<file path="src/rtl/bf16_tile_mac.sv">
module bf16_tile_mac #(
  parameter int SEG_W = 128
) (
  input  logic             clk,
  input  logic             rst_n,
  input  logic             in_valid,
  output logic             in_ready,
  input  logic             in_fused,
  input  logic [SEG_W-1:0] in_a,
  input  logic [SEG_W-1:0] in_b,
  input  logic [SEG_W-1:0] in_acc,
  output logic             out_valid,
  input  logic             out_ready,
  output logic [SEG_W-1:0] out_res
);
  localparam int HW = 16;
  localparam int FW = 32;
  localparam int NH = SEG_W / HW;
  localparam int NF = SEG_W / FW;
  localparam int AW = 56;
  localparam logic [FW-1:0] QNAN = 32'h7FC00000;

  typedef enum logic [1:0] {IDLE, RUN, DONE} state_t;
  typedef struct packed {
    logic        nan;
    logic        inf;
    logic        zero;
    logic        sgn;
    logic [11:0] e;
    logic [23:0] sig;
  } opnd_t;

  state_t                st;
  logic                  fused_q;
  logic [NH-1:0][HW-1:0] a_q, b_q;
  logic [NF-1:0][FW-1:0] res_q;
  logic [FW-1:0]         w0, w1, rw;
  logic [1:0]            elem, ph;
  logic                  half;
  opnd_t                 p0, p1, x, y;

  function automatic opnd_t mulop(input logic [HW-1:0] a, input logic [HW-1:0] b);
    opnd_t o;
    logic na, nb, ia, ib, za, zb;
    logic [15:0] m;
    na = (a[14:7] == 8'hFF) && (a[6:0] != 7'd0);
    nb = (b[14:7] == 8'hFF) && (b[6:0] != 7'd0);
    ia = (a[14:7] == 8'hFF) && (a[6:0] == 7'd0);
    ib = (b[14:7] == 8'hFF) && (b[6:0] == 7'd0);
    za = (a[14:7] == 8'h00);
    zb = (b[14:7] == 8'h00);
    m = {8'd1, a[6:0]} * {8'd1, b[6:0]};
    o.sgn  = a[15] ^ b[15];
    o.nan  = na | nb | (ia & zb) | (za & ib);
    o.inf  = !o.nan & (ia | ib);
    o.zero = !o.nan & !o.inf & (za | zb);
    o.e    = {4'd0, a[14:7]} + {4'd0, b[14:7]} - 12'd126;
    o.sig  = {m, 8'd0};
    return o;
  endfunction

  function automatic opnd_t fpop(input logic [FW-1:0] w);
    opnd_t o;
    o.sgn  = w[31];
    o.nan  = (w[30:23] == 8'hFF) && (w[22:0] != 23'd0);
    o.inf  = (w[30:23] == 8'hFF) && (w[22:0] == 23'd0);
    o.zero = (w[30:23] == 8'h00);
    o.e    = {4'd0, w[30:23]};
    o.sig  = {1'b1, w[22:0]};
    return o;
  endfunction

  function automatic opnd_t zop(input logic s);
    opnd_t o;
    o = '0;
    o.zero = 1'b1;
    o.sgn  = s;
    return o;
  endfunction

  assign p0 = mulop(a_q[{elem[1], half, 1'b0}], b_q[{elem[0], half, 1'b0}]);
  assign p1 = mulop(a_q[{elem[1], half, 1'b1}], b_q[{elem[0], half, 1'b1}]);

  always_comb begin
    case (ph)
      2'd0:    begin x = p0; y = zop(p0.sgn); end
      2'd1:    begin x = p1; y = zop(p1.sgn); end
      2'd2:    begin x = fused_q ? p0 : fpop(w0); y = fused_q ? p1 : fpop(w1); end
      default: begin x = fpop(res_q[elem]); y = fpop(w0); end
    endcase
  end

  opnd_t                bg, sm;
  logic signed [11:0]   d, er;
  logic [AW-1:0]        bw, full, sw, tot, sn;
  logic [AW:0]          diff;
  logic [23:0]          sg;
  logic [24:0]          sr;
  logic                 g, stk, rs;
  int                   p;

  always_comb begin
    rw = '0; bg = x; sm = y; d = '0; er = '0; bw = '0; full = '0; sw = '0;
    tot = '0; sn = '0; diff = '0; sg = '0; sr = '0; g = 1'b0; stk = 1'b0;
    rs = 1'b0; p = 0;
    if (x.nan || y.nan || (x.inf && y.inf && (x.sgn != y.sgn))) begin
      rw = QNAN;
    end else if (x.inf || y.inf) begin
      rw = {x.inf ? x.sgn : y.sgn, 8'hFF, 23'd0};
    end else if (x.zero && y.zero) begin
      rw = {x.sgn & y.sgn, 31'd0};
    end else begin
      if (x.zero || (!y.zero && ($signed(y.e) > $signed(x.e)))) begin
        bg = y; sm = x;
      end
      d    = $signed(bg.e) - $signed(sm.e);
      bw   = {1'b0, bg.sig, 31'd0};
      full = {1'b0, sm.sig, 31'd0};
      if (sm.zero)
        sw = '0;
      else if (d > 12'sd55)
        sw = 56'd1;
      else
        sw = (full >> d[5:0]) | {55'd0, |(full & ((56'd1 << d[5:0]) - 56'd1))};
      rs = bg.sgn;
      if (bg.sgn == sm.sgn) begin
        tot = bw + sw;
      end else begin
        diff = {1'b0, bw} - {1'b0, sw};
        if (diff[AW]) begin
          tot = sw - bw;
          rs  = !rs;
        end else begin
          tot = diff[AW-1:0];
        end
      end
      if (tot == '0) begin
        rw = '0;
      end else begin
        for (int i = 0; i < AW; i++)
          if (tot[i]) p = i;
        sn  = tot << (AW - 1 - p);
        sg  = sn[55:32];
        g   = sn[31];
        stk = |sn[30:0];
        er  = $signed(bg.e) + $signed(12'(p)) - 12'sd54;
        if (fused_q) begin
          sr = {1'b0, sg} + {24'd0, g & (stk | sg[0])};
          if (sr[24]) begin
            sr = sr >> 1;
            er = er + 12'sd1;
          end
        end else begin
          sr = {1'b0, sg[23:1], sg[0] | g | stk};
        end
        if (er >= 12'sd255)
          rw = {rs, 8'hFF, 23'd0};
        else if (er <= 12'sd0)
          rw = {rs, 31'd0};
        else
          rw = {rs, er[7:0], sr[22:0]};
      end
    end
  end

  always_ff @(posedge clk or negedge rst_n) begin
    if (!rst_n) begin
      st      <= IDLE;
      fused_q <= 1'b0;
      a_q     <= '0;
      b_q     <= '0;
      res_q   <= '0;
      w0      <= '0;
      w1      <= '0;
      elem    <= '0;
      half    <= 1'b0;
      ph      <= '0;
    end else begin
      case (st)
        IDLE: if (in_valid) begin
          a_q     <= in_a;
          b_q     <= in_b;
          res_q   <= in_acc;
          fused_q <= in_fused;
          elem    <= '0;
          half    <= 1'b0;
          ph      <= in_fused ? 2'd2 : 2'd0;
          st      <= RUN;
        end
        RUN: begin
          case (ph)
            2'd0:    w0 <= rw;
            2'd1:    w1 <= rw;
            2'd2:    w0 <= rw;
            default: res_q[elem] <= rw;
          endcase
          if (ph == 2'd3) begin
            ph   <= fused_q ? 2'd2 : 2'd0;
            half <= !half;
            if (half) elem <= elem + 2'd1;
            if (half && elem == 2'd3) st <= DONE;
          end else begin
            ph <= ph + 2'd1;
          end
        end
        default: if (out_ready) st <= IDLE;
      endcase
    end
  end

  assign in_ready  = (st == IDLE);
  assign out_valid = (st == DONE);
  assign out_res   = res_q;
endmodule


</file>
<file path="config.mk">
export PLATFORM = sky130hd
export DESIGN_NAME = bf16_tile_mac
export DESIGN_NICKNAME = d
export VERILOG_FILES = /design/src/rtl/bf16_tile_mac.sv
export SDC_FILE = /design/constraint.sdc
export NUM_CORES = 2
export LEC_CHECK = 0
export BUFFER_PORTS_ARGS = -buffer_cell sky130_fd_sc_hd__buf_4
export CORE_MARGIN = 3
export CORE_UTILIZATION = 54
export DETAILED_ROUTE_END_ITERATION = 7
export PLACE_DENSITY = 0.74
export SETUP_SLACK_MARGIN = 0.3
export SYNTH_ARGS = -nofsm -noshare
export SYNTH_HDL_FRONTEND = slang
export SYNTH_SLANG_ARGS = --single-unit
</file>
<file path="constraint.sdc">
create_clock -name clk -period 53.2 [get_ports clk]
set_input_delay 5.32 -clock clk [delete_from_list [all_inputs] [get_ports clk]]
set_output_delay 5.32 -clock clk [all_outputs]
set_load 0.005 [all_outputs]
</file>
-- Word level (Yosys, flattened, before mapping)
Index checks and enable logic that the tools add are counted.
- flip-flop bits (word level): 456
- bits of input ports: 389
- output and inout bits: 130
- word-level logic and storage cells: 307
- add/subtract/negate cells: 16
- multiply operators: 2
- $lt $le $gt $ge: 10
- eq/ne operators: 20
- shift-type cells: 3
- muxes and demuxes: 131
- bitwise logic cells: 29
- reductions and logical operators: 69
- operators by type and width (operator ; count):
    32-bit two-way mux ; 64
    56-bit two-way mux ; 10
    128-bit two-way mux ; 2
    128-bit case mux with 2 select lines ; 1
    40-bit case mux with 3 select lines ; 2
    38-bit two-way mux ; 4
    37-bit two-way mux ; 4
    16-bit binary-select mux with 2-bit select ; 4
    128-bit bitwise mux ; 1
    40-bit two-way mux ; 2
    12-bit two-way mux ; 6
    23-bit zero test ; 3
    23-bit nonzero test ; 3
    32-bit binary-select mux with 2-bit select ; 1
    32-bit demux with 2-bit select ; 1
    16-bit two-way mux ; 4
    31-bit two-way mux ; 2
    55-bit by 56-bit subtractor with 57-bit output ; 1
    55-bit by 56-bit adder with 56-bit output ; 1
    55-bit by 56-bit AND with 56-bit output ; 1
    8-bit == test (second input constant) ; 7
    56-bit zero test ; 1
    8-bit zero test ; 7
    56-bit by 1-bit OR with 56-bit output ; 1
    50 further kinds ; 147

-- Logic depth before layout (Yosys ltp)
- depth in word-level cells: 119
- depth in mapped cells: 102
- depth with buffers taken out: 78

-- Worst setup path after synthesis
Ideal clock, no wire load.
- kind: register to register
- start point: reg half
- end point: reg w1[0]
- setup time: 0.125 ns
- arrival time: 19.872 ns
- data required time: 53.075 ns
- path slack: 33.203 ns
- stages on the path, launching flop included: 92
- path buffers: 24
- clock period less this slack: 19.997 ns
- cell sequence: dfrtp_1 -> buf_4 -> buf_6 -> buf_6 -> buf_6 -> mux4_2 -> ha_1 -> ha_1 -> a211oi_1 -> o21a_1 -> o311ai_0 -> a221o_1 -> o32ai_1 -> ha_1 -> clkbuf_1 -> nand4_1 -> o311ai_0 -> o21ai_0 -> (+56 left out) -> buf_1 -> clkbuf_1 -> clkbuf_1 -> o311ai_1 -> nand4_1 -> a41oi_1 -> a31oi_1 -> a211oi_1 -> ha_1 -> a21boi_0 -> nand4_1 -> or4_1 -> or4_4 -> a211oi_4 -> a311oi_4 -> and3_1 -> buf_2 -> mux2_2
- word-level cells in the longest chain between the ends: 116
- elaborated cells between the ends (all ways): 196
- those cells by class: add/sub: 14; mul: 2; order compare: 4; eq/ne: 6; shift: 3; mux: 103; bitwise: 28; reduce/logical: 36
- ends and longest elaborated chain (element ; line ; source):
    from (decl) ; 39 ; logic half;
    from (signal assigned) ; 199 ; half <= !half;
    parallel branches: the longest is 115 deep, another holds 12-bit greater-than comparator ; -- ;
    32-bit two-way mux * ; 106 ; if (x.nan || y.nan || (x.inf && y.inf && (x.sgn != y.sgn))) begin
    to (signal assigned) ; 193 ; 2'd1: w1 <= rw;
    to (decl) ; 37 ; logic [FW-1:0] w0, w1, rw;
Mark *: on every way between the ends. The select of a mux whose other input is x is not followed.
A chain may end at the register's enable or synchronous reset.

-- Final worst setup path
- start point: reg half
- end point: reg res_q, in the netlist out_res[36]
- word-level cells in the longest chain between the ends: 119
- elaborated cells between the ends (all ways): 197
- those cells by class: add/sub: 14; mul: 2; order compare: 4; eq/ne: 6; shift: 3; mux: 106; bitwise: 26; reduce/logical: 36
- ends and longest elaborated chain (element ; line ; source):
    parallel branches: the longest is 115 deep, another holds 12-bit greater-than comparator ; -- ;
    32-bit two-way mux * ; 106 ;
    128-bit bitwise mux * ; 195 ; default: res_q[elem] <= rw;
    128-bit two-way mux * ; 191 ; case (ph)
    128-bit case mux with 2 select lines * ; 179 ; case (st)
    to (signal assigned) ; 183 ; res_q <= in_acc;
    to (signal, indexed assignment) ; 195 ;
    to (decl) ; 36 ; logic [NF-1:0][FW-1:0] res_q;
Marks and branches as above.

==> run_results.csv <==
group,metric,value,unit
timing,hold_viol_final,0,
grt,grt_usage,0.454,
clocking,path_clk_slew,60,ps
clocking,cts_made_buffers,46,
timing,fmax,40.0,MHz
finish,fin_util,0.613,
synthesis,synthCells,6117,
floorplanning,placementRows,108,
synthesis,synth.top_cell.area_share,0.237,
timing,setup_tns,0,ps
timing,worst_pin_slew,1440,ps
clocking,h-tree-depth,2,
detailed_routing,met1_length,79.7,mm
grt,grt_pass1_wl,326,mm
detailed_routing,drc,36,
critical_path,worst_setup_path_start_kind,"flip-flop",
synthesis,synth_compound_area_frac,0.268,
timing,fin_crit,25000,ps
synthesis,async_reset_ff_frac,1.00,
timing,rsz0062_at_grt,"no",
detailed_routing,ant_nets,0,
finish,fillers,7656,
clocking,cts-resized-gates,0,
clocking,cts-root-buf,"clkbuf_16",
critical_path,worstPathMaxFanout,96,
clocking,clock_latency,610,ps
synthesis,yosysUniqueCellTypes,144,
grt,grt_antenna_before_repair,6,
floorplanning,start_util,0.549,
synthesis,synth_edf_count,0,
detailed_routing,wire_per_inst,29.1,µm
synthesis,synth_xor_area_frac,0.0154,
detailed_routing,vias,53400,
synthesis,netlist_top_cells_count,"1270 x nand2_1, 456 x dfrtp_1, 372 x nor2_1, 271 x inv_1, 270 x o21ai_0",
finish,fin_nets,7035,
synthesis,ys_seq_area_frac,0.237,
finish,final-instance-count-excl-fill,7551,
placed_design,hpwlAfterDp,170,mm
clocking,cts_tree,"yes",
finish,drive_gt1_frac,0.158,
timing,fin_skew,35.9,ps
synthesis,synthFlopType,"dfrtp_1",
detailed_routing,wirelength,220,mm
timing,relSlewSlack,0.0331,
clocking,cts_buffer_depth,3,
synthesis,synth_most_common_cell,"nand2_1",
hold_path,hold_class,"reg2reg",
clocking,holdBufCountCts,0,
clocking,cts_setup_buffers,0,
timing,finalMaxSlewViolations,0,
floorplanning,core-area,87600,µm²
critical_path,reg2reg_slack,28200,ps
detailed_routing,wl_met2,96.5,mm
floorplanning,dieArea,92700,µm²
detailed_routing,top_layer_used,"met5",
grt,grt_pass1_vias,51000,
outcome,violations,"design-rule violations",
outcome,outcome,"finished, violations left",
placed_design,io_buffers,518,
synthesis,synthMuxAreaShare,0.0829,
floorplanning,io_pins,519,
timing,setup_slack,28200,ps
floorplanning,die_h,304,µm
critical_path,worstSetupPathType,"reg2reg",
critical_path,slowest_stage,"nor2_1",
detailed_routing,drtIter0Drc,8334,
detailed_routing,met3_length,25.8,mm
detailed_routing,viasPerCell,7.08,
synthesis,synth_area_leaders,"dfrtp_1 24%, nand2_1 9.9%, ha_1 5.5%, mux4_2 4.8%, fa_1 3.2%",
timing,min_period_over_period,0.470,
synthesis,syn_area_per_cell,7.86,µm²
synthesis,synth_seq_cells,456,
placed_design,placed_cells,7465,
clocking,cts_num_sinks,456,
synthesis,synth_top_area_cell,"dfrtp_1",
synthesis,synth_simple_gate_area_frac,0.243,
finish,area_delta_synth_final,11.6,%
synthesis,syn_nets,6794,
placed_design,post-place-ws,29110,ps
floorplanning,die_w,304,µm
placed_design,place.gp.congestion,1.07,
timing,finalSetupViolations,0,
synthesis,synthesis.area,48100,µm²
synthesis,synth_fa_ha_area_frac,0.0870,
critical_path,critPathCaptureType,"flip-flop",
critical_path,cp.required,53620,ps
grt,overflow,0,
grt,grt_max_degree,114,
critical_path,cp.arrival,25430,ps
detailed_routing,dr.pass1.iters,8,
synthesis,synth_warnings,0,
critical_path,cpPeakStageDelay,910,ps
job,max_cap_viol_count,0,
synthesis,synth_top_family_by_area,"compound AO/OA/AOI/OAI gates",
[final timing paths]
path / to / startpoint / depth (start not counted)
min in group asynchronous: b_q[5] / rst_n / 1
max in group asynchronous: w1[9] / rst_n / 3
hold / removal: b_q[102] / b_q[102] / 2
setup reg to reg: out_res[36] / half / 74
setup / recovery: out_res[36] / half / 74
hold reg to reg: b_q[102] / b_q[102] / 2
[worst max-delay path: cells and delay by family, from the launching register on]
family	cells	cell delay, ps
AO/OA/AOI/OAI	30	8670
XOR/XNOR	1	320
adder cells (fa/ha/maj)	9	2550
buffers and inverters	12	3670
flip-flops	1	870
multiplexers	3	1080
AND/OR/NAND/NOR	19	7410
[routing by layer]
| layer | up-vias | GRT usage |
|---|---|---|
| met3 | 952 | 0.110 |
| li1 | 22900 | - |
| met2 | 3986 | 0.702 |
| met5 | - | 0 |
| met1 | 25500 | 0.569 |
| met4 | 2 | 0.290 |
[placed cells by master, fill, tap and decap left out, types with 25 or more instances in the layout]
master     Yosys  routed
mux2i_1       87      87
nand2_1     1270    1269
a22oi_1      156     156
o21ai_1       84      86
nor3_1       130     130
o21ai_0      270     263
a31oi_1       61      61
buf_4         52     609
nand2b_1      31      31
xnor2_1       57      57
or2_2         33      33
o21a_1        45      44
nor4_1        51      51
clkbuf_16      0      47
a211oi_1      85      85
nand4_1       66      66
or3_1         62      62
o22ai_1       52      52
a221oi_1      32      32
fa_1          77      77
o31ai_1      129     129
a21oi_1      263     263
o2111ai_1     25      25
a22o_1        27      27
and2_1       114     113
nor2_1       372     369
inv_1        271     271
nor2b_1       29      28
mux4_2       103     103
ha_1         211     208
or4_1         25      25
dfrtp_1      456     452
mux2_2        59      59
o21bai_1      37      37
and3_1        62      61
a21o_1        80      80
nand3_1      184     183
o211ai_1      96      96
[flip-flops by register name, indices dropped and copies added (netlist names)]
| register | cells |
|---|---|
| a_q | 128 |
| b_q | 128 |
| out_res | 128 |
| w0 | 32 |
| w1 | 32 |
| elem | 2 |
| ph | 2 |
| st | 2 |
| fused_q | 1 |
| half | 1 |
[kinds of logic (layout without fill, tap and decap cells)]
kind of cell,after synthesis,in the layout
fa+ha+maj,288,288
buf+inv,694,970
xor+xnor,83,83
compound gates,1809,1809
other cells,0,3
simple gates,2528,2528
flops,456,456
mux,259,259
[stage by stage]
stage          hold slack (ps)  area (µm²)
2_1_floorplan              440       48100
5_1_grt                    493       53700
6_report                   470       53700
4_1_cts                    473       53700
3_3_place_gp               452       52100
3_5_place_dp               457       52100
[layout make-up]
class | count | area, µm² | area share
sequential | 456 | 11400 | 0.213
clock inverter | 16 | 230 | 0.00429
clock buffer | 67 | 1360 | 0.0254
multi-input combinational | 4967 | 33600 | 0.625
tap | 1155 | 1450 | 0.0269
antenna | 3 | 7.51 | 0.000140
timing repair buffer | 610 | 4590 | 0.0855
inverter | 277 | 1050 | 0.0196
Power is left out: the tool's default activity adds up to more than one toggle a clock period on the data nets, which glitch-free logic cannot reach.
